===== src/rtl/dspwm_pkg.sv =====
package dspwm_pkg;
  typedef enum logic [1:0] {
    CMD_NONE    = 2'b00,
    CMD_UPDATE  = 2'b01,
    CMD_RESTART = 2'b10,
    CMD_HRST    = 2'b11
  } tc_cmd_e;
endpackage


===== src/rtl/dspwm_presc.sv =====
module dspwm_presc #(
  parameter int SEL_W = 3
) (
  input  logic             clk_i,
  input  logic             rst_ni,
  input  logic [SEL_W-1:0] sel_i,
  input  logic             hrst_i,
  output logic             tick_o
);
  localparam int PRE_W = (1 << SEL_W) - 2;

  logic [PRE_W-1:0] pre_q, mask;

  always_comb begin
    mask = '0;
    for (int i = 0; i < PRE_W; i++)
      if (i < int'(sel_i) - 1) mask[i] = 1'b1;
  end

  always_ff @(posedge clk_i or negedge rst_ni) begin
    if (!rst_ni)                      pre_q <= '0;
    else if (sel_i == '0 || hrst_i)   pre_q <= '0;
    else                              pre_q <= pre_q + {{(PRE_W-1){1'b0}}, 1'b1};
  end

  assign tick_o = (sel_i != '0) && ((pre_q & mask) == mask);

  a_r3_off_no_tick: assert property (@(posedge clk_i) disable iff (!rst_ni)
    (sel_i == '0) |-> !tick_o);
endmodule


===== src/rtl/dspwm_cnt.sv =====
module dspwm_cnt #(
  parameter int W = 16
) (
  input  logic         clk_i,
  input  logic         rst_ni,
  input  logic         tick_i,
  input  logic         restart_i,
  input  logic         hrst_i,
  input  logic [W-1:0] per_i,
  output logic [W-1:0] cnt_o,
  output logic         dir_up_o,
  output logic         bottom_o
);
  localparam logic [W-1:0] ONE = {{(W-1){1'b0}}, 1'b1};

  logic [W-1:0] cnt_q;
  logic         dir_q;

  always_ff @(posedge clk_i or negedge rst_ni) begin
    if (!rst_ni) begin
      cnt_q <= '0;
      dir_q <= 1'b1;
    end else if (hrst_i || restart_i) begin
      cnt_q <= '0;
      dir_q <= 1'b1;
    end else if (tick_i) begin
      if (dir_q) begin
        if (cnt_q >= per_i) begin
          dir_q <= 1'b0;
          cnt_q <= (cnt_q == '0) ? '0 : cnt_q - ONE;
        end else begin
          cnt_q <= cnt_q + ONE;
        end
      end else if (cnt_q == '0) begin
        dir_q <= 1'b1;
        cnt_q <= (per_i == '0) ? '0 : ONE;
      end else begin
        cnt_q <= cnt_q - ONE;
      end
    end
  end

  assign bottom_o = tick_i && (cnt_q == '0) && !restart_i && !hrst_i;
  assign cnt_o    = cnt_q;
  assign dir_up_o = dir_q;

  a_r7_restart_to_zero_up: assert property (@(posedge clk_i) disable iff (!rst_ni)
    restart_i |=> (cnt_q == '0 && dir_q));
  a_r2_single_step: assert property (@(posedge clk_i) disable iff (!rst_ni)
    (tick_i && !restart_i && !hrst_i && per_i != '0)
      |=> (cnt_q == $past(cnt_q) + ONE || cnt_q == $past(cnt_q) - ONE));
  a_r3_hold_without_tick: assert property (@(posedge clk_i) disable iff (!rst_ni)
    (!tick_i && !restart_i && !hrst_i) |=> $stable(cnt_q));
endmodule


===== src/rtl/dspwm_ch.sv =====
module dspwm_ch #(
  parameter int W = 16
) (
  input  logic         clk_i,
  input  logic         rst_ni,
  input  logic         hrst_i,
  input  logic         tick_i,
  input  logic [W-1:0] cnt_i,
  input  logic         dir_up_i,
  input  logic         wr_i,
  input  logic [W-1:0] wdata_i,
  input  logic         load_i,
  input  logic         clr_i,
  output logic [W-1:0] cmp_o,
  output logic         pwm_o,
  output logic         flag_o
);
  logic [W-1:0] buf_q, cmp_q;
  logic         flag_q, match;

  assign match = tick_i && (cnt_i == cmp_q);

  always_ff @(posedge clk_i or negedge rst_ni) begin
    if (!rst_ni) begin
      buf_q  <= '0;
      cmp_q  <= '0;
      flag_q <= 1'b0;
    end else if (hrst_i) begin
      buf_q  <= '0;
      cmp_q  <= '0;
      flag_q <= 1'b0;
    end else begin
      if (wr_i)   buf_q <= wdata_i;
      if (load_i) cmp_q <= buf_q;
      flag_q <= match || (flag_q && !clr_i);
    end
  end

  assign pwm_o  = cnt_i > cmp_q;
  assign cmp_o  = cmp_q;
  assign flag_o = flag_q;

  a_r9_pwm_rises_counting_up: assert property (@(posedge clk_i) disable iff (!rst_ni)
    ($rose(pwm_o) && $stable(cmp_q)) |-> dir_up_i);
  a_r10_flag_sticky: assert property (@(posedge clk_i) disable iff (!rst_ni)
    (flag_q && !clr_i && !hrst_i) |=> flag_q);
endmodule


===== src/rtl/dspwm_timer.sv =====
module dspwm_timer
  import dspwm_pkg::*;
#(
  parameter int W      = 16,
  parameter int NUM_CC = 2,
  parameter int SEL_W  = 3
) (
  input  logic                clk_i,
  input  logic                rst_ni,
  input  logic [SEL_W-1:0]    clk_sel_i,
  input  logic                capture_mode_i,
  input  logic [1:0]          cmd_i,
  input  logic                per_wr_i,
  input  logic [W-1:0]        per_wdata_i,
  input  logic [NUM_CC-1:0]   cmp_wr_i,
  input  logic [W-1:0]        cmp_wdata_i,
  input  logic [NUM_CC:0]     flag_clr_i,
  output logic [W-1:0]        cnt_o,
  output logic [W-1:0]        per_o,
  output logic [NUM_CC*W-1:0] cmp_o,
  output logic [NUM_CC-1:0]   pwm_o,
  output logic                ovf_flag_o,
  output logic [NUM_CC-1:0]   cmp_flag_o,
  output logic                irq_o
);
  logic         tick, bottom, dir_up;
  logic         force_upd, restart, hrst, cmp_load;
  logic [W-1:0] per_buf_q, per_q;
  logic         ovf_q;

  assign force_upd = (cmd_i == CMD_UPDATE);
  assign restart   = (cmd_i == CMD_RESTART);
  // hard reset only honoured while the clock is gated off
  assign hrst      = (cmd_i == CMD_HRST) && (clk_sel_i == '0);
  assign cmp_load  = bottom || (force_upd && !capture_mode_i);

  dspwm_presc #(.SEL_W(SEL_W)) u_presc (
    .clk_i, .rst_ni, .sel_i(clk_sel_i), .hrst_i(hrst), .tick_o(tick)
  );

  dspwm_cnt #(.W(W)) u_cnt (
    .clk_i, .rst_ni, .tick_i(tick), .restart_i(restart), .hrst_i(hrst),
    .per_i(per_q), .cnt_o, .dir_up_o(dir_up), .bottom_o(bottom)
  );

  always_ff @(posedge clk_i or negedge rst_ni) begin
    if (!rst_ni) begin
      per_buf_q <= '1;
      per_q     <= '1;
      ovf_q     <= 1'b0;
    end else if (hrst) begin
      per_buf_q <= '1;
      per_q     <= '1;
      ovf_q     <= 1'b0;
    end else begin
      if (per_wr_i)            per_buf_q <= per_wdata_i;
      if (bottom || force_upd) per_q     <= per_buf_q;
      ovf_q <= bottom || (ovf_q && !flag_clr_i[0]);
    end
  end

  for (genvar i = 0; i < NUM_CC; i++) begin : g_ch
    dspwm_ch #(.W(W)) u_ch (
      .clk_i, .rst_ni, .hrst_i(hrst), .tick_i(tick), .cnt_i(cnt_o),
      .dir_up_i(dir_up), .wr_i(cmp_wr_i[i]), .wdata_i(cmp_wdata_i),
      .load_i(cmp_load), .clr_i(flag_clr_i[i+1]),
      .cmp_o(cmp_o[i*W +: W]), .pwm_o(pwm_o[i]), .flag_o(cmp_flag_o[i])
    );
  end

  assign per_o      = per_q;
  assign ovf_flag_o = ovf_q;
  assign irq_o      = ovf_q || (|cmp_flag_o);

  a_r5_force_update_loads: assert property (@(posedge clk_i) disable iff (!rst_ni)
    (cmd_i == CMD_UPDATE) |=> (per_q == $past(per_buf_q)));
  a_r6_capture_keeps_cmp: assert property (@(posedge clk_i) disable iff (!rst_ni)
    (cmd_i == CMD_UPDATE && capture_mode_i && !bottom) |=> $stable(cmp_o));
  a_r8_hrst_clears: assert property (@(posedge clk_i) disable iff (!rst_ni)
    (cmd_i == CMD_HRST && clk_sel_i == '0) |=> (per_q == '1 && cnt_o == '0 && !irq_o));
  a_r8_hrst_ignored_running: assert property (@(posedge clk_i) disable iff (!rst_ni)
    (cmd_i == CMD_HRST && clk_sel_i != '0 && !bottom) |=> $stable(per_q));
endmodule


===== config.mk =====
export PLATFORM = sky130hd
export DESIGN_NAME = dspwm_timer
export DESIGN_NICKNAME = d
export VERILOG_FILES = /design/src/rtl/dspwm_pkg.sv /design/src/rtl/dspwm_presc.sv /design/src/rtl/dspwm_cnt.sv /design/src/rtl/dspwm_ch.sv /design/src/rtl/dspwm_timer.sv
export SDC_FILE = /design/constraint.sdc
export NUM_CORES = 1
export LEC_CHECK = 0
export ABC_CLOCK_PERIOD_IN_PS = 3300
export BUFFER_PORTS_ARGS = -buffer_cell sky130_fd_sc_hd__clkbuf_2
export CAP_MARGIN = 15
export CORE_MARGIN = 2
export CORE_UTILIZATION = 45
export CTS_CLUSTER_SIZE = 20
export DETAILED_ROUTE_END_ITERATION = 6
export PLACE_DENSITY = 0.73
export SLEW_MARGIN = 20
export SYNTH_ARGS = -nofsm -noshare
export SYNTH_HDL_FRONTEND = slang
export SYNTH_SLANG_ARGS = --single-unit
export TNS_END_PERCENT = 30

===== constraint.sdc =====
create_clock -name clk_i -period 3.3 [get_ports clk_i]
set_clock_uncertainty 0.05 [all_clocks]
set_input_delay 0.66 -clock clk_i [delete_from_list [all_inputs] [get_ports clk_i]]
set_output_delay 0.66 -clock clk_i [all_outputs]
set_load 0.005 [all_outputs]

# Yosys cells after proc, flatten, opt, wreduce, memory -nomap -nowiden
# Cells that the tools add are included.
# Widths: inputs -> output; s select.
op_classes:
  addsub: 4
  multipliers: 0
  div: 0
  order_cmp: 9
  eq_ne: 6
  shift: 0
  n_mux: 34
  bitwise: 1
  n_reduce_logical: 36
op_table:
  columns: ["op", "count"]
  rows:
  - ["$mux 16", 18]
  - ["$eq 16x16->1", 2]
  - ["$gt 16x16->1", 2]
  - ["$logic_not 16->1", 2]
  - ["$add 16x1->16 const B", 1]
  - ["$ge 16x16->1", 1]
  - ["$sub 16x1->16 const B", 1]
  - ["$mux 1", 15]
  - ["$reduce_bool 2->1", 6]
  - ["$logic_and 1x1->1", 11]
  - ["$logic_or 1x1->1", 8]
  - ["$lt 3x4->1 const A", 2]
  - ["$lt 4x4->1 const A", 2]
  - ["$add 6x1->6 const B", 1]
  - ["$and 6x6->6", 1]
  - ["$eq 6x6->1", 1]
  - ["$logic_not 1->1", 6]
  - ["$mux 6", 1]
  - ["$eq 2x2->1 const B", 2]
  - ["$lt 1x4->1 const A", 1]
  - ["$lt 2x4->1 const A", 1]
  - ["$sub 3x1->4 const B", 1]
  - ["$logic_not 3->1", 1]
  - ["$reduce_bool 3->1", 1]
  - ["other kinds (2)", 2]
word_totals:
  ff_bits: 122
  latch_bits: 0
  ramBits: 0
  romBits: 0
  out_inout_bits: 70
  word_cells: 102
  n_memories: 0

# Longest topological paths before layout
# Gate-level depths: netlist (run 1).
logic_depth:
  depth_word: 12
  depth_mapped: 13

# Hierarchy
# From an unflattened synthesis (run 1), not the netlist that was laid out.
unflattened:
  hier_cells: 754
  hier_area_um2: 7235.7
modules_own_cells:
  columns: ["module", "n_inst", "cells_per_inst", "area_per_inst_um2"]
  rows:
  - ["dspwm_ch", 2, 166, 1727.9]
  - ["dspwm_cnt", 1, 247, 1900.6]
  - ["dspwm_timer", 1, 135, 1502.7]
  - ["dspwm_presc", 1, 40, 376.6]

# Worst setup path after synthesis (run 1)
# OpenSTA, ideal clock, no wires.
synth_path:
  path_type: "reg2reg"
  start: "register per_q[14] (netlist: per_o[14])"
  end: "register u_cnt.cnt_q[6] (netlist: u_cnt.cnt_o[6])"
  setup_ps: 79
  arrival_ps: 2636
  required_ps: 3171
  slack_ps: 535
  path_stages_with_launch: 10
  path_buffers: 0
  path_cell_list: "dfstp_2 -> inv_1 -> ha_1 -> nand4_1 -> or4_1 -> o32ai_2 -> nor2_2 -> or4_1 -> o22a_1 -> a21oi_1"
synth_between:
  elab_chain_cells: 5
synth_lines:
  columns: ["element", "line_no", "source"]
  rows:
  - ["start: declaration", "dspwm_timer.sv:28", "logic [W-1:0] per_buf_q, per_q;"]
  - ["start signal: assignment", "dspwm_timer.sv:57", "if (bottom || force_upd) per_q <= per_buf_q;"]
  - ["$ge 16x16->1", "dspwm_cnt.sv:28", "if (cnt_q >= per_i) begin"]
  - ["$mux 16", "dspwm_cnt.sv:28", null]
  - ["$mux 16", "dspwm_cnt.sv:27", "if (dir_q) begin"]
  - ["$mux 16", "dspwm_cnt.sv:26", "end else if (tick_i) begin"]
  - ["$mux 16", "dspwm_cnt.sv:23", "end else if (hrst_i || restart_i) begin"]
  - ["end signal: assignment", "dspwm_cnt.sv:30", "cnt_q <= (cnt_q == '0) ? '0 : cnt_q - ONE;"]
  - ["end signal: assignment", "dspwm_cnt.sv:32", "cnt_q <= cnt_q + ONE;"]
  - ["end signal: assignment", "dspwm_cnt.sv:36", "cnt_q <= (per_i == '0) ? '0 : ONE;"]
  - ["end: declaration", "dspwm_cnt.sv:16", "logic [W-1:0] cnt_q;"]
# Every way passes these cells. The select of a mux whose other input is x is not followed.
# A chain may end at the register's enable or synchronous reset.

# Worst setup path after layout (run 1)
layout_path:
  start: "register u_cnt.cnt_q[9] (netlist: u_cnt.cnt_o[9])"
  end: "output pwm_o[1]"
layout_between:
  elab_chain_cells: 1
layout_lines:
  columns: ["element", "line_no", "source"]
  rows:
  - ["$gt 16x16->1", "dspwm_ch.sv:39", "assign pwm_o = cnt_i > cmp_q;"]
  - ["end: declaration", "dspwm_timer.sv:21", "output logic [NUM_CC-1:0] pwm_o,"]
# Every way passes these cells.

==> qor.tcl, run 1 <==
set qor(status) {completed}
set qor(finalSetupTns_ns) 0
set qor(largest_net_degree_at_the_start_of_global_routing) 65
set qor(wire_length_of_the_first_global_routing_pass_um) 30830
set qor(cts_max_level) 4
set qor(number_of_enable_type_register_cells_in_the_synthesized_netlist) 0
set qor(layout.nets) 998
set qor(post-dp-hpwl_um) 13660
set qor(cts.sink_count) 122
set qor(firstDrtPassIters) 5
set qor(average_instance_area_after_synthesis_um2) 8.983
set qor(drt-initial-drc-count) 443
set qor(insertion_delay_ns) 0.42
set qor(layoutNonFillerInstCount) 1098
set qor(synth.area.top_cells) {sky130_fd_sc_hd__dfrtp_1, sky130_fd_sc_hd__dfstp_2, sky130_fd_sc_hd__ha_1}
set qor(start_util_pct) 46.03
set qor(num_vias) 6181
set qor(max-vdd-ir-drop_v) 0.0004730
set qor(synth.yosys.warnings) 0
set qor(timing.final.ws_setup_ns) 0.1217
set qor(design.portCount) 116
set qor(wl_cell_um) 17.38
set qor(worstSetupEndpointType) {primary output}
set qor(root_buffer) {sky130_fd_sc_hd__clkbuf_16}
set qor(setup_repair_after_global_routing_missed_its_margin) {true}
set qor(dp.cells) 1066
set qor(post-route-period-util_pct) 96.31
set qor(antennaDiodeCount) 0
set qor(synth_cell_type_count) 56
set qor(layout-drive-gt1-share_pct) 24.84
set qor(route.antenna.remaining_nets) 0
set qor(fin_worst_hold_slack_ns) 0.1646
set qor(timing.critical_path.slowest_cell_delay_ns) 0.40
set qor(finalHoldViolCount) 0
set qor(synthXorXnorAreaFrac_pct) 0.8761
set qor(grt_pass1_vias) 6043
set qor(path_cells) {buf_4 -> ha_1 -> a21o_1 -> a21o_1 -> a21oi_1 -> nor2_1 -> a2111oi_2 -> o31ai_1 -> clkbuf_2}
set qor(worst-slew-pin-transition_ns) 0.6364
set qor(worstSetupStartpointType) {flip-flop}
set qor(synth.mux.area_fraction_pct) 6.866
set qor(post_cts.repair.setup_buffers) 0
set qor(synth_top_area_share_pct) 31.83
set qor(post_synth_inst_count) 779
set qor(synth_area_leader_cell) {sky130_fd_sc_hd__dfrtp_1}
set qor(dpl-instance-area_um2) 7890
set qor(finalSetupViolCount) 0
set qor(horizontal_die_dimension_um) 128.7
set qor(cts_made_buffers) 17
set qor(clkTransAtPathRegs_ns) 0.06
set qor(max_cap_viol_count) 0
set qor(track_usage_pct) 23.83
set qor(ys_async_sr_fraction_pct) 100.0
set qor(fp.coreArea_um2) 15200
set qor(hold_path_class) {input port to asynchronous set/reset pin}
set qor(report.power.total_mw) 6.703
set qor(crit_fanout) 11
set qor(critical_path.slowest_cell) {sky130_fd_sc_hd__dfrtp_1}
set qor(setup.worst_path.class) {flip-flop to primary output}
set qor(pre_cts_ws_ns) 0.1765
set qor(post_synthesis_compound_gate_area_fraction_pct) 15.02
set qor(fmaxAchievable_ghz) 0.3146
set qor(core.rowCount) 45
set qor(grt-ovfl-total) 0
set qor(synth_seq_cells) 122
set qor(final_critical_delay_including_setup_and_external_delays_ns) 3.178
set qor(gpl.final_weighted_congestion) 0.9517
set qor(post_synth_and_or_nand_nor_area_fraction_pct) 17.50
set qor(required_time_at_the_endpoint_of_the_critical_path_ns) 2.59
set qor(vias_per_cell) 5.629
set qor(drt_wl_total_um) 19080
set qor(antenna_found_initial) 0
set qor(number_of_drc_violations_after_detailed_routing) 0
set qor(die_y_um) 128.7
set qor(cellLeakagePower_nw) 4.281
set qor(synth_top_family_by_area) {simple AND/OR/NAND/NOR gates}
set qor(timing.critical_path.arrival_ns) 2.47
set qor(final_cell_area_um2) 8568
set qor(synthesis.area_um2) 6998
set qor(sequential_element_share_of_the_synthesized_area_pct) 44.22
set qor(ys_dominant_reg_cell) {sky130_fd_sc_hd__dfrtp_1}
set qor(finalMaxSlewViolations) 0
set qor(die_area_um2) 16570
set qor(power_density_nw_per_um2) 782.3
set qor(layout-area-overhead-vs-synth_pct) 22.44
set qor(cts_tree) {built}
set qor(post_synth_fa_ha_maj_area_fraction_pct) 9.834
set qor(final_core_util_pct) 56.36
set qor(io_buffers) 115
set qor(post_cts_hold_buffer_count) 0
set qor(timing.critical_path.mode_cell) {sky130_fd_sc_hd__a21o_1}
set qor(timing.max_slew.rel_slack_pct) 57.48
set qor(cts_buffer_depth) 2
set qor(syn-num-nets) 880
-- power by group --
part           switching (mW)  internal [mW]
clock network           0.676           1.28
registers               0.366           1.99
logic                    1.42          0.980
-- cell usage after synthesis, types with 6 or more instances --
library cell and instances:
sky130_fd_sc_hd__a21oi_1 30, sky130_fd_sc_hd__dfrtp_1 89, sky130_fd_sc_hd__nand4_1 13, sky130_fd_sc_hd__clkbuf_1 32
sky130_fd_sc_hd__nor2b_1 7, sky130_fd_sc_hd__and3_1 6, sky130_fd_sc_hd__nor3_1 17, sky130_fd_sc_hd__inv_1 54
sky130_fd_sc_hd__nor2_1 67, sky130_fd_sc_hd__nor4_1 6, sky130_fd_sc_hd__nand3_1 20, sky130_fd_sc_hd__o21ai_0 82
sky130_fd_sc_hd__mux2i_1 48, sky130_fd_sc_hd__dfstp_2 33, sky130_fd_sc_hd__nand2_1 113, sky130_fd_sc_hd__ha_1 55
sky130_fd_sc_hd__o21a_1 7, sky130_fd_sc_hd__or3_1 6
-- worst max-delay path: cells and delay by family, from the launching register on --
kind                     cells  cell delay, ns
adder cells (fa/ha/maj)      1            0.31
buffers and inverters        2            0.34
flip-flops                   1            0.40
AO/OA/AOI/OAI                5            0.93
AND/OR/NAND/NOR              1            0.08
-- state kept, by name, summed over array words and instances (netlist names) --
| register | cells |
|---|---|
| ovf_flag_o | 1 |
| per_o | 16 |
| g_ch.u_ch.buf_q | 32 |
| per_buf_q | 16 |
| g_ch.u_ch.cmp_o | 32 |
| u_cnt.cnt_o | 16 |
| u_cnt.dir_up_o | 1 |
| u_presc.pre_q | 6 |
| g_ch.u_ch.flag_o | 2 |
-- final timing paths --
path                                              startpoint                                 to  slack [ns]  cells after the start
hold / removal                                        rst_ni        u_cnt.cnt_o[12]$_DFFE_PN0P_        0.16                      1
hold reg to reg            g_ch[1].u_ch.cmp_o[2]$_DFFE_PN0P_  g_ch[1].u_ch.cmp_o[2]$_DFFE_PN0P_        0.45                      2
setup reg to reg                       per_o[14]$_DFFE_PN1P_         u_cnt.cnt_o[6]$_DFFE_PN0P_        0.17                      9
min in group clk_i                            per_wdata_i[9]           per_buf_q[9]$_DFFE_PN1P_        0.42                      3
setup / recovery                  u_cnt.cnt_o[9]$_DFFE_PN0P_                           pwm_o[1]        0.12                      9
max in group asynchronous                             rst_ni               per_o[0]$_DFFE_PN1P_        2.23                      2
-- cell usage in the layout, fill, tap and decap left out, types with 4 or more instances in the layout --
master	n
sky130_fd_sc_hd__nand4_1	13
sky130_fd_sc_hd__inv_1	54
sky130_fd_sc_hd__nand2b_1	5
sky130_fd_sc_hd__nand2_1	113
sky130_fd_sc_hd__o22ai_1	5
sky130_fd_sc_hd__mux2i_1	48
sky130_fd_sc_hd__clkbuf_16	17
sky130_fd_sc_hd__xnor2_1	4
sky130_fd_sc_hd__nor3_1	17
sky130_fd_sc_hd__bufinv_16	4
sky130_fd_sc_hd__a211oi_1	4
sky130_fd_sc_hd__or3_1	6
sky130_fd_sc_hd__a21oi_1	29
sky130_fd_sc_hd__nor4_1	5
sky130_fd_sc_hd__buf_4	28
sky130_fd_sc_hd__o21ai_0	81
sky130_fd_sc_hd__and2_1	4
sky130_fd_sc_hd__ha_1	54
sky130_fd_sc_hd__and3_1	5
sky130_fd_sc_hd__a21o_1	4
sky130_fd_sc_hd__dfstp_2	33
sky130_fd_sc_hd__nor2_1	66
sky130_fd_sc_hd__nor2b_1	7
sky130_fd_sc_hd__dfrtp_1	88
sky130_fd_sc_hd__nand3_1	19
sky130_fd_sc_hd__clkbuf_2	114
sky130_fd_sc_hd__o21a_1	7
-- layer usage --
layer  vias up  GRT usage [%]  part of all wire, %
met4         0          8.824                  2.4
met5         -              0                    0
met3        39          6.195                  7.9
li1       2950              -                    -
met1      2943          31.57                   43
met2       249          37.88                   47
-- cells by family after synthesis --
group / Yosys count
adders and majority gates: 55
DFF: 122
xor gates and xnor gates: 7
and+or+nand+nor: 274
muxes: 48
buffers and inverters: 100
AOI/OAI and AO/OA: 173
-- area by class of cell --
cell class / instances / area (um^2)
Clock buffer: 20 / 446.7
Tap cell: 188 / 235.2
Fill cell: 1369 / 6634
Inverter: 54 / 202.7
Sequential cell: 122 / 3095
Timing Repair Buffer: 145 / 840.8
Clock inverter: 12 / 171.4
Multi-Input combinational cell: 557 / 3576
-- timing repair --
| item | 4_1_cts | 5_1_grt |
|---|---|---|
| setup endpoints to repair | 1 | 6 |
| gates resized for setup | 5 | 11 |
| pin swaps | 1 | 2 |
No activity file was read; power rests on OpenSTA's default activity.
==> run 2: changes to the inputs <==
CORE_UTILIZATION = 57   (was 45)
PLACE_DENSITY = unset   (was 0.73)
PLACE_DENSITY_LB_ADDON = 0.08   (was unset)
==> qor.tcl, run 2 (synthesized netlist as in run 1, its figures left out) <==
set qor(start_util_pct) 58.26
set qor(cts_tree) {built}
set qor(setup.worst_path.class) {flip-flop to flip-flop}
set qor(cts_made_buffers) 17
set qor(gpl.final_weighted_congestion) 0.9647
set qor(timing.critical_path.mode_cell) {sky130_fd_sc_hd__or4_1}
set qor(crit_path_end) {u_cnt.cnt_o[6]$_DFFE_PN0P_}
set qor(timing.critical_path.arrival_ns) 3.47
set qor(clkTransAtPathRegs_ns) 0.06
set qor(layout-drive-gt1-share_pct) 25.43
set qor(vias_per_cell) 5.911
set qor(root_buffer) {sky130_fd_sc_hd__clkbuf_16}
set qor(die_y_um) 114.8
set qor(critical_path.startpoint) {per_o[14]$_DFFE_PN1P_}
set qor(cellLeakagePower_nw) 4.316
set qor(worstSetupStartpointType) {flip-flop}
set qor(antenna_found_initial) 0
set qor(reg2reg_to) {u_cnt.cnt_o[6]$_DFFE_PN0P_}
set qor(firstDrtPassIters) 5
set qor(timing.critical_path.slowest_cell_delay_ns) 0.55
set qor(core.rowCount) 40
set qor(layout-area-overhead-vs-synth_pct) 21.90
set qor(fin_worst_hold_slack_ns) 0.09545
set qor(finalSetupViolCount) 0
set qor(cts_buffer_depth) 2
set qor(cts_max_level) 4
set qor(drt-initial-drc-count) 417
set qor(rr_worst_depth) 9
set qor(wl_cell_um) 18.46
set qor(fp.coreArea_um2) 12010
set qor(fmaxAchievable_ghz) 0.3147
set qor(cts.sink_count) 122
set qor(layout.nets) 1008
set qor(num-fill-cells) 918
set qor(drt_wl_total_um) 19700
set qor(final_critical_delay_including_setup_and_external_delays_ns) 3.178
set qor(final_core_util_pct) 71.02
set qor(hold_path_class) {input port to asynchronous set/reset pin}
set qor(crit_fanout) 21
set qor(path_delay_family) {simple AND/OR/NAND/NOR gates}
set qor(cp_num_cells) 9
set qor(finalHoldViolCount) 0
set qor(grt_pass1_vias) 6064
set qor(timing.rr.start) {per_o[14]$_DFFE_PN1P_}
set qor(timing.critical_path.buf_inv) 1
set qor(wire_length_of_the_first_global_routing_pass_um) 31230
set qor(grt-ovfl-total) 0
set qor(report.power.total_mw) 6.578
set qor(max_cap_viol_count) 0
set qor(insertion_delay_ns) 0.42
set qor(design.portCount) 116
set qor(post-dp-hpwl_um) 14050
set qor(largest_net_degree_at_the_start_of_global_routing) 67
set qor(number_of_drc_violations_after_detailed_routing) 0
set qor(path_cells) {inv_1 -> ha_1 -> nand4_1 -> or4_1 -> o32ai_2 -> nor2_4 -> or4_1 -> o22a_1 -> a21oi_1}
set qor(horizontal_die_dimension_um) 114.8
set qor(finalMaxSlewViolations) 0
set qor(die_area_um2) 13180
set qor(timing.max_slew.rel_slack_pct) 58.58
set qor(required_time_at_the_endpoint_of_the_critical_path_ns) 3.60
set qor(mostFrequentLayoutCell) {sky130_fd_sc_hd__clkbuf_2}
set qor(worstSetupEndpointType) {flip-flop}
set qor(antennaDiodeCount) 0
set qor(io_buffers) 115
set qor(post-route-period-util_pct) 96.30
set qor(power_density_nw_per_um2) 771.1
set qor(max-vdd-ir-drop_v) 0.0005114
set qor(critical_path.slowest_cell) {sky130_fd_sc_hd__or4_1}
set qor(route.antenna.remaining_nets) 0
set qor(final_cell_mix) {sky130_fd_sc_hd__clkbuf_2, sky130_fd_sc_hd__nand2_1, sky130_fd_sc_hd__dfrtp_1, sky130_fd_sc_hd__o21ai_0, sky130_fd_sc_hd__nor2_1}
set qor(worst-slew-pin-transition_ns) 0.6213
set qor(status) {completed}
set qor(num_vias) 6307
set qor(track_usage_pct) 30.91
set qor(r2r_slack_ns) 0.12
[run 2: routing by layer]
layer	global-route usage, %	vias to the layer above	routed length [um]
met1	41.28	3029	8387
met3	6.958	47	1406
met4	10.76	0	468
met2	50.18	253	9438
met5	0	-	0
li1	-	2978	-
[run 2: how the worst min path moves through the flow]
stage | to | slack (ns) | depth (start not counted)
floorplan | g_ch[0].u_ch.buf_q[0]$_DFFE_PN0P_ | 0.31 | 0
global placement | g_ch[1].u_ch.cmp_o[15]$_DFFE_PN0P_ | 0.44 | 2
detailed placement | g_ch[1].u_ch.cmp_o[15]$_DFFE_PN0P_ | 0.45 | 2
CTS | g_ch[0].u_ch.cmp_o[1]$_DFFE_PN0P_ | 0.1 | 1
global route | g_ch[0].u_ch.buf_q[3]$_DFFE_PN0P_ | 0.10 | 1
finish | g_ch[0].u_ch.cmp_o[1]$_DFFE_PN0P_ | 0.1 | 1
[run 2: final cells by class]
type                       instances  area, um^2  share of cell area (%)
clock inverter                    10       66.31                  0.7774
inverter                          54       202.7                   2.376
tap                              147       183.9                   2.156
sequential                       122        3097                   36.30
clock buffer                      22       486.7                   5.705
multi-input combinational        557        3563                   41.77
timing repair buffer             155       930.9                   10.91
[run 2: repair_timing]
action,CTS,global route
setup endpoints to repair,1,11
pin swaps,5,1
hold endpoints to repair,0,0
resized for setup,10,12
hold buffers,0,0
setup buffers,9,0
[run 2: per-stage QoR]
stage	setup slack, ns	cells	instance area [um^2]	setup TNS, ns
global route	-0.01001	1067	8531	-0.01001
floorplan	0.5353	779	6998	0
CTS	0.003458	1067	8489	0
finish	0.1222	1067	8531	0
detailed placement	0.01807	1026	7835	0
global placement	0.1509	1026	7835	0
[run 2: report_power, final]
| part | switching [mW] | total [mW] | internal, mW |
|---|---|---|---|
| clock network | 0.700 | 1.75 | 1.05 |
| logic | 1.47 | 2.48 | 1.02 |
| registers | 0.362 | 2.35 | 1.99 |
| total | 2.53 | 6.58 | 4.05 |
==> run 3: changes to the inputs <==
CORE_ASPECT_RATIO = 2   (was unset)
==> qor.tcl, run 3 (synthesized netlist as in run 1, its figures left out) <==
set qor(reg2reg_to) {u_cnt.cnt_o[4]$_DFFE_PN0P_}
set qor(finalHoldViolCount) 0
set qor(cts_made_buffers) 17
set qor(dp.cells) 1030
set qor(worst-slew-pin-transition_ns) 0.8104
set qor(worstSetupEndpointType) {primary output}
set qor(wl_cell_um) 19.39
set qor(firstDrtPassIters) 7
set qor(core.rowCount) 57
set qor(die_area_um2) 13230
set qor(gpl.final_weighted_congestion) 0.9071
set qor(timing.max_slew.rel_slack_pct) 45.41
set qor(setup_repair_after_global_routing_missed_its_margin) {true}
set qor(track_usage_pct) 33.23
set qor(clkTransAtPathRegs_ns) 0.06
set qor(max_cap_viol_count) 0
set qor(rr_worst_depth) 10
set qor(critical_path.startpoint) {u_cnt.cnt_o[13]$_DFFE_PN0P_}
set qor(cts.sink_count) 122
set qor(finalSetupViolCount) 0
set qor(timing.final.ws_setup_ns) 0.03278
set qor(grt-ovfl-total) 0
set qor(largest_net_degree_at_the_start_of_global_routing) 65
set qor(layoutNonFillerInstCount) 1062
set qor(mostFrequentLayoutCell) {sky130_fd_sc_hd__clkbuf_2}
set qor(number_of_drc_violations_after_detailed_routing) 0
set qor(max-vdd-ir-drop_v) 0.0005531
set qor(hold_path_class) {input port to asynchronous set/reset pin}
set qor(finalSetupTns_ns) 0
set qor(layout-drive-gt1-share_pct) 24.81
set qor(crit_path_end) {pwm_o[1]}
set qor(layout.nets) 1003
set qor(post_cts_hold_buffer_count) 0
set qor(cellLeakagePower_nw) 4.272
set qor(cts_tree) {built}
set qor(timing.critical_path.arrival_ns) 2.56
set qor(drt_wl_total_um) 20600
set qor(die_y_um) 160.7
set qor(grt_pass1_vias) 6682
set qor(timing.rr.start) {per_o[14]$_DFFE_PN1P_}
set qor(final_critical_delay_including_setup_and_external_delays_ns) 3.267
set qor(wire_length_of_the_first_global_routing_pass_um) 32860
set qor(fp.coreArea_um2) 12050
set qor(route.antenna.remaining_nets) 0
set qor(antenna_found_initial) 0
set qor(pre_cts_ws_ns) -0.07623
set qor(final_cell_mix) {sky130_fd_sc_hd__clkbuf_2, sky130_fd_sc_hd__nand2_1, sky130_fd_sc_hd__dfrtp_1, sky130_fd_sc_hd__o21ai_0, sky130_fd_sc_hd__nor2_1}
set qor(vias_per_cell) 6.003
set qor(fin_worst_hold_slack_ns) 0.1817
set qor(r2r_slack_ns) 0.12
set qor(power_density_nw_per_um2) 780.8
set qor(crit_fanout) 10
set qor(required_time_at_the_endpoint_of_the_critical_path_ns) 2.59
set qor(io_buffers) 115
set qor(insertion_delay_ns) 0.42
set qor(start_util_pct) 58.06
set qor(layout-area-overhead-vs-synth_pct) 20.78
set qor(design.portCount) 116
set qor(post-route-period-util_pct) 99.01
set qor(horizontal_die_dimension_um) 82.35
set qor(fmaxAchievable_ghz) 0.3061
set qor(worstSetupStartpointType) {flip-flop}
set qor(dpl-instance-area_um2) 7865
set qor(post-dp-hpwl_um) 15530
set qor(post_cts.repair.setup_buffers) 0
set qor(root_buffer) {sky130_fd_sc_hd__clkbuf_16}
set qor(cts_buffer_depth) 2
set qor(final_cell_area_um2) 8452
set qor(cts_max_level) 4
set qor(num_vias) 6375
set qor(drt-initial-drc-count) 421
set qor(antennaDiodeCount) 0
set qor(setup.worst_path.class) {flip-flop to primary output}
set qor(status) {completed}
set qor(finalMaxSlewViolations) 0
==> run 3: cell count changes in the layout (fill, tap and decap cells not counted), moves of 2 or more <==
cell	before	now
sky130_fd_sc_hd__buf_6	4	0
sky130_fd_sc_hd__clkbuf_1	3	0
sky130_fd_sc_hd__clkbuf_16	19	17
sky130_fd_sc_hd__clkinv_2	5	2
sky130_fd_sc_hd__clkinvlp_4	0	3
sky130_fd_sc_hd__inv_6	1	4
==> run 3: where the power goes <==
| part | internal (mW) | total, mW | switching, mW |
|---|---|---|---|
| Sequential | 1.98 | 2.37 | 0.384 |
| Combinational | 1.02 | 2.50 | 1.49 |
| Clock | 0.994 | 1.73 | 0.734 |
==> run 3: worst min-delay path by stage <==
stage                                                  start                                 end  cells after the start
after floorplan                                       rst_ni   g_ch[0].u_ch.buf_q[0]$_DFFE_PN0P_                      0
after global placement    g_ch[1].u_ch.cmp_o[10]$_DFFE_PN0P_  g_ch[1].u_ch.cmp_o[10]$_DFFE_PN0P_                      2
after detailed placement   g_ch[1].u_ch.cmp_o[8]$_DFFE_PN0P_   g_ch[1].u_ch.cmp_o[8]$_DFFE_PN0P_                      2
after CTS                                             rst_ni         u_cnt.cnt_o[10]$_DFFE_PN0P_                      1
after global routing                                  rst_ni          u_cnt.cnt_o[8]$_DFFE_PN0P_                      1
final                                                 rst_ni          u_cnt.cnt_o[8]$_DFFE_PN0P_                      1
==> run 3: timing repair <==
item	in CTS	in global routing
gates resized for setup	7	6
setup endpoints to repair	2	3
pin swaps	1	0
==> run 3: stage by stage <==
stage / power, mW / utilization (%)
final: 6.599 / 70.12
after global routing: 7.046 / 70.12
after CTS: 6.569 / 70.00
after detailed placement: 4.805 / 65.25
after global placement: 4.704 / 65.25
after floorplan: 3.700 / -
==> run 3: critical path, cell delays in order (launching register included) <==
cell	delay [ns]
sky130_fd_sc_hd__dfrtp_1	0.40
sky130_fd_sc_hd__buf_4	0.20
sky130_fd_sc_hd__ha_1	0.36
sky130_fd_sc_hd__nand4_1	0.12
sky130_fd_sc_hd__nor2_2	0.17
sky130_fd_sc_hd__o21ai_0	0.14
sky130_fd_sc_hd__a211oi_2	0.32
sky130_fd_sc_hd__a2111oi_2	0.07
sky130_fd_sc_hd__o31ai_1	0.19
sky130_fd_sc_hd__clkbuf_2	0.16
==> run 3: final cells by class <==
class	instances	area [um^2]
inverters	54	202.7
well taps	147	183.9
repair buffers	150	878.3
clock buffers	18	439.2
flip-flops and latches	122	3095
clock inverters	14	113.9
multi-input cells	557	3538
fillers	979	3601
==> run 3: routing by layer <==
metal  GRT usage, %  part of all wire [%]  vias up
met5              0                     0        -
met1          33.88                    34     3047
li1               -                     -     2955
met4          24.39                   7.7        0
met3          8.989                   5.9       99
met2          55.61                    53      274
